===== src/rtl/spi_mem_front.sv =====
module spi_mem_front #(
  parameter int ADDR_W = 12
) (
  input  logic              clk,
  input  logic              rst_n,
  input  logic              cs_n,
  input  logic              sck,
  input  logic              si,
  input  logic              hold_n,
  output logic              so,
  output logic              so_oe,
  output logic              cmd_valid,
  output logic [2:0]        cmd_code,
  output logic              fwd_valid,
  output logic [7:0]        fwd_byte,
  output logic              mem_rd_en,
  output logic [ADDR_W-1:0] mem_rd_addr,
  input  logic [7:0]        mem_rd_data,
  input  logic [7:0]        status_in,
  input  logic              busy_in
);

  typedef enum logic [2:0] {S_IDLE, S_OPC, S_ADDR, S_DOUT, S_STAT, S_FWD, S_LOCK} st_t;

  logic cs_m, cs_s, cs_q, sck_m, sck_s, sck_q, si_m, si_s, hold_m, hold_s;
  logic hold_act;
  st_t  st;
  logic [15:0] rx_sh;
  logic [3:0]  rx_cnt;
  logic [7:0]  tx_sh, nbuf;
  logic [2:0]  tx_cnt;
  logic        so_r, so_on, rd_req, rd_dly;
  logic [ADDR_W-1:0] addr;

  always_ff @(posedge clk or negedge rst_n)
    if (!rst_n) begin
      {cs_m, cs_s, cs_q} <= 3'b111;
      {sck_m, sck_s, sck_q, si_m, si_s} <= '0;
      {hold_m, hold_s} <= 2'b11;
      hold_act <= 1'b0;
    end else begin
      cs_m <= cs_n;    cs_s <= cs_m;    cs_q <= cs_s;
      sck_m <= sck;    sck_s <= sck_m;  sck_q <= sck_s;
      si_m <= si;      si_s <= si_m;
      hold_m <= hold_n; hold_s <= hold_m;
      if (!sck_s) hold_act <= ~hold_s;
    end

  wire cs_fall  = cs_q & ~cs_s;
  wire sck_rise = sck_s & ~sck_q & ~hold_act & ~cs_s;
  wire sck_fall = ~sck_s & sck_q & ~hold_act & ~cs_s;

  wire [7:0]  rx_byte = {rx_sh[6:0], si_s};
  wire [15:0] rx_word = {rx_sh[14:0], si_s};
  wire op_ok   = (rx_byte[7:4] == 4'h0) && (rx_byte[2:0] != 3'b000) && (rx_byte[2:0] != 3'b111);
  wire op_take = op_ok && (!busy_in || rx_byte[2:0] == 3'b101);
  wire [7:0] src = (st == S_STAT) ? status_in : nbuf;

  always_ff @(posedge clk or negedge rst_n)
    if (!rst_n) begin
      st <= S_IDLE;
      rx_sh <= '0; rx_cnt <= '0; tx_sh <= '0; tx_cnt <= '0; nbuf <= '0;
      so_r <= 1'b0; so_on <= 1'b0; rd_req <= 1'b0; rd_dly <= 1'b0;
      addr <= '0; cmd_valid <= 1'b0; cmd_code <= '0; fwd_valid <= 1'b0; fwd_byte <= '0;
    end else begin
      cmd_valid <= 1'b0;
      fwd_valid <= 1'b0;
      rd_req    <= 1'b0;
      rd_dly    <= rd_req;
      if (rd_dly) begin
        nbuf <= mem_rd_data;
        addr <= addr + 1'b1;
      end
      if (cs_s) begin
        st    <= S_IDLE;
        so_on <= 1'b0;
      end else if (cs_fall) begin
        st     <= S_OPC;
        rx_cnt <= '0;
        tx_cnt <= '0;
        so_on  <= 1'b0;
      end else begin
        if (sck_rise) begin
          rx_sh <= rx_word;
          case (st)
            S_OPC:
              if (rx_cnt == 4'd7) begin
                rx_cnt <= '0;
                if (op_take) begin
                  cmd_valid <= 1'b1;
                  cmd_code  <= rx_byte[2:0];
                  case (rx_byte[2:0])
                    3'b011:         st <= S_ADDR;
                    3'b101:         st <= S_STAT;
                    3'b001, 3'b010: st <= S_FWD;
                    default:        st <= S_LOCK;
                  endcase
                end else st <= S_LOCK;
              end else rx_cnt <= rx_cnt + 1'b1;
            S_ADDR:
              if (rx_cnt == 4'd15) begin
                rx_cnt <= '0;
                addr   <= rx_word[ADDR_W-1:0];
                rd_req <= 1'b1;
                st     <= S_DOUT;
              end else rx_cnt <= rx_cnt + 1'b1;
            S_FWD:
              if (rx_cnt == 4'd7) begin
                rx_cnt    <= '0;
                fwd_valid <= 1'b1;
                fwd_byte  <= rx_byte;
              end else rx_cnt <= rx_cnt + 1'b1;
            default: ;
          endcase
        end
        if (sck_fall && (st == S_DOUT || st == S_STAT)) begin
          so_on <= 1'b1;
          if (tx_cnt == 3'd0) begin
            so_r   <= src[7];
            tx_sh  <= {src[6:0], 1'b0};
            tx_cnt <= 3'd7;
            if (st == S_DOUT) rd_req <= 1'b1;
          end else begin
            so_r   <= tx_sh[7];
            tx_sh  <= {tx_sh[6:0], 1'b0};
            tx_cnt <= tx_cnt - 1'b1;
          end
        end
      end
    end

  assign so          = so_r;
  assign so_oe       = so_on & ~hold_act & ~cs_s;
  assign mem_rd_en   = rd_req;
  assign mem_rd_addr = addr;

endmodule


===== config.mk =====
export PLATFORM = sky130hd
export DESIGN_NAME = spi_mem_front
export DESIGN_NICKNAME = d
export VERILOG_FILES = /design/src/rtl/spi_mem_front.sv
export SDC_FILE = /design/constraint.sdc
export NUM_CORES = 1
export LEC_CHECK = 0
export BUFFER_PORTS_ARGS = -buffer_cell sky130_fd_sc_hd__buf_2
export CAP_MARGIN = 20
export CORE_MARGIN = 5
export CORE_UTILIZATION = 40
export CTS_BUF_LIST = sky130_fd_sc_hd__clkbuf_4
export DETAILED_ROUTE_END_ITERATION = 8
export GPL_ROUTABILITY_DRIVEN = 0
export SLEW_MARGIN = 20
export SYNTH_ARGS = -nofsm -noshare
export SYNTH_HDL_FRONTEND = slang
export SYNTH_SLANG_ARGS = --single-unit

===== constraint.sdc =====
create_clock -name clk -period 1.9 [get_ports clk]
set_clock_uncertainty 0.1 [all_clocks]
set_input_delay 0.285 -clock clk [delete_from_list [all_inputs] [get_ports clk]]
set_output_delay 0.285 -clock clk [all_outputs]
set_load 0.02 [all_outputs]

==> impl_metrics.py <==
metrics = {
    "worst_hold_path": {
        "hold_class": "in2reg",
    },
    "floorplanning": {
        "die_h_um": 103,
        "die_w_um": 103,
        "start_util_pct": 40.4,
        "coreArea_um2": 8550,
        "num_rows": 34,
        "io_pins": 51,
        "floorplan.die_area_um2": 10600,
    },
    "timing": {
        "final_max_slew_viol_count": 0,
        "fin_hold_ws_ns": 0.109,
        "setup_viol": 1,
        "tightest_slew_ns": 0.429,
        "fin_crit_ns": 1.91,
        "relSlewSlack_pct": 71.4,
        "hold_violations": 0,
        "rsz0062_at_grt": "yes",
        "max_freq_mhz": 525,
        "finalCritPeriodShare_pct": 100,
        "timing.final.ws_setup_ns": -0.00623,
    },
    "finish": {
        "final_cell_area_um2": 4310,
        "syn_to_final_growth_pct": 24.6,
        "fillers": 789,
        "drive_above_1_share_pct": 36.8,
        "fin_nets": 405,
        "utilization_pct": 50.4,
        "antenna_cells": 0,
    },
    "clock_network": {
        "cts_tree": "yes",
        "clk_latency_ns": 0.42,
        "htreeDepth": 3,
        "cts_root_buf": "clkbuf_4",
        "clk_pin_slew_ns": 0.12,
        "cts_inserted_buffers": 9,
        "clockBufferDepth": 2,
        "cts_sinks": 76,
    },
    "pwr": {
        "powerDensity_nw_per_um2": 666,
        "irDropWorstVdd_uv": 443,
        "p_leak_nw": 2.13,
    },
    "yosys": {
        "ys_warn_count": 0,
        "synth_edf_count": 0,
        "syn_nets": 318,
        "synth_cells": 291,
        "syn_area_um2": 3450,
        "synth_seq_cells": 76,
        "async_flop_share_pct": 100,
        "synth_flop_cell": "dfrtp_1",
        "ys_seq_area_share_pct": 55.2,
        "synth.avg_cell_area_um2": 11.9,
        "yosysUniqueCellTypes": 46,
    },
    "drt": {
        "vias": 2489,
        "postRouteAntennaNets": 0,
        "drt_first_iter_violations": 68,
        "routedWlPerCell_um": 14.7,
        "drc": 0,
        "routed_wl_mm": 7.23,
        "via_per_inst": 5.07,
        "drt_pre_antenna_iters": 4,
    },
    "global_routing": {
        "grt_pass1_wl_mm": 12.1,
        "grt_max_degree": 33,
        "grt_pass1_vias": 2489,
        "gr-usage-all-layers_pct": 14.7,
        "antenna_found_initial": 0,
        "grt-ovfl-total": 0,
    },
    "setup_path": {
        "end_kind": "register",
        "path_cells": "buf_6 -> or4b_4 -> a211o_4 -> a211oi_2 -> a21o_1",
        "startpoint_type": "register",
        "worst-path-max-fanout": 8,
        "crit_buf_inv": 1,
        "critPathKind": "reg2reg",
        "required_ns": 2.17,
        "slowest_delay_ns": 0.54,
        "crit_arrival_ns": 2.17,
        "crit_slowest_cell": "or4b_4",
        "cp_top_family": "compound AO/OA/AOI/OAI gates",
    },
    "outcome": {
        "status": "complete, but fails checks",
        "failed_checks": "negative setup slack",
    },
    "placement": {
        "place_area_um2": 3950,
        "post-dp-hpwl_mm": 4.92,
        "portBuffers": 50,
    },
    "run": {
        "cap_violations": 0,
    },
}
layer usage:
layer	part of all wire (%)	GRT usage, %	wire (um)	vias up
met1	48	19.9	3450	1198
met5	0	0	0	-
met3	6.1	4.94	439	11
li1	-	-	-	1223
met2	45	22.6	3250	57
met4	1.1	3.88	78	0
layout by cell type (no fill, tap or decap), types with 4 or more instances in the layout:
cell           instances
a21o_1                 7
nor4b_1                4
nand4_1                6
clkbuf_4               9
a211oi_1               4
nand2_1                9
buf_2                 49
dfstp_2                5
mux2i_1               12
and3_1                 6
a21oi_1               15
dfrtp_1               71
mux2_2                29
buf_4                 25
inv_1                  6
nor3_1                 4
a211oi_2               5
nor2_1                30
dlygate4sd3_1         13
xor2_1                11
nand3_1                7
ha_1                   4
sequential cells by signal, summed over array words and instances (netlist names), 3 cells and up:
register	count
tx_sh	7
cmd_code	3
st	3
tx_cnt	3
rx_cnt	4
nbuf	8
mem_rd_addr	12
fwd_byte	8
rx_sh	11
final timing paths:
kind	from	endpoint	slack, ns	depth (start not counted)
worst max-delay path	hold_act$_DFFE_PN0N_	tx_sh[5]$_DFFE_PN0P_	-0.006	5
worst min-delay path	status_in[0]	tx_sh[1]$_DFFE_PN0P_	0.11	3
worst max register to register	hold_act$_DFFE_PN0N_	tx_sh[5]$_DFFE_PN0P_	-0.006	5
worst min register to register	sck_m$_DFF_PN0_	sck_s$_DFF_PN0_	0.26	0
max in group asynchronous	rst_n	rx_sh[6]$_DFFE_PN0P_	0.84	3
min in group asynchronous	rst_n	mem_rd_addr[10]$_DFF_PN0_	0.24	2
area by class of cell:
type / instances / area, um^2 / area share (%)
Timing Repair Buffer: 89 / 594 / 13.8
Multi-Input combinational cell: 196 / 1510 / 35.1
Clock inverter: 7 / 66.3 / 1.54
Clock buffer: 9 / 67.6 / 1.57
Inverter: 6 / 22.5 / 0.523
Sequential cell: 76 / 1910 / 44.3
Tap cell: 108 / 135 / 3.14
cells in the mapped netlist (2+ instances only):
master / instances / area share, %
nor4_1: 2 / 0.36
xor2_1: 11 / 2.8
a21o_1: 7 / 1.5
a311oi_1: 2 / 0.51
a21oi_1: 15 / 2.2
nand3b_1: 3 / 0.65
nand2b_1: 3 / 0.54
or2_2: 2 / 0.36
nor3_1: 4 / 0.58
mux2i_1: 12 / 3.5
nor2b_1: 3 / 0.54
mux2_2: 29 / 9.5
o21ai_0: 2 / 0.29
a31oi_1: 2 / 0.36
nor2_1: 30 / 3.3
ha_1: 4 / 1.4
and3_1: 6 / 1.1
buf_6: 2 / 0.65
dfstp_2: 5 / 3.8
and3b_1: 2 / 0.51
or3b_1: 2 / 0.51
and4_1: 2 / 0.51
xnor2_1: 2 / 0.51
nand3_1: 7 / 1.0
nor3b_1: 4 / 0.87
nand2_1: 9 / 0.98
clkbuf_1: 8 / 0.87
dfrtp_1: 71 / 51
o211ai_1: 3 / 0.65
inv_1: 6 / 0.65
a211oi_1: 8 / 1.7
nor4b_1: 4 / 1.0
nand4_1: 6 / 1.1
through the flow:
stage,setup WS (ns),setup TNS [ns],total power [mW],std cells
floorplan,0.0236,0,1.81,291
global placement,0.00229,0,1.91,458
detailed placement,-0.0696,-0.678,1.92,458
CTS,0.00000533,0,2.91,490
global route,-0.0784,-0.592,3.01,491
finish,-0.00623,-0.00623,2.87,491
worst register-to-register path, stage by stage (launching register included):
cell and delay, ns:
dfrtp_1 0.42, buf_6 0.13, or4b_4 0.54, a211o_4 0.36, a211oi_2 0.21, a21o_1 0.11
repair_timing:
action	4_1_cts	5_1_grt
buffers inserted	2	1
gates resized for setup	2	9
pin swaps	2	2
hold buffers	13	0
setup endpoints to repair	14	23
hold endpoints to repair	37	0
gates cloned	1	0
cells by family (layout without fill, tap and decap cells):
kind of cell	count (synthesis)	in the layout	share of synthesized area, %
flops	76	76	55.2
fa+ha+maj	4	4	1.45
xor+xnor	13	13	3.30
buf+inv	20	111	2.79
mux	41	41	12.9
simple gates	92	92	15.1
compound gates	45	46	9.24
where the power goes:
group / switching, mW / internal, mW / leakage [nW]
sequential: 0.0522 / 1.65 / 0.985
combinational: 0.0968 / 0.108 / 1.07
clock: 0.563 / 0.394 / 0.0674
Note: power is estimated with default switching activity, not from simulation.
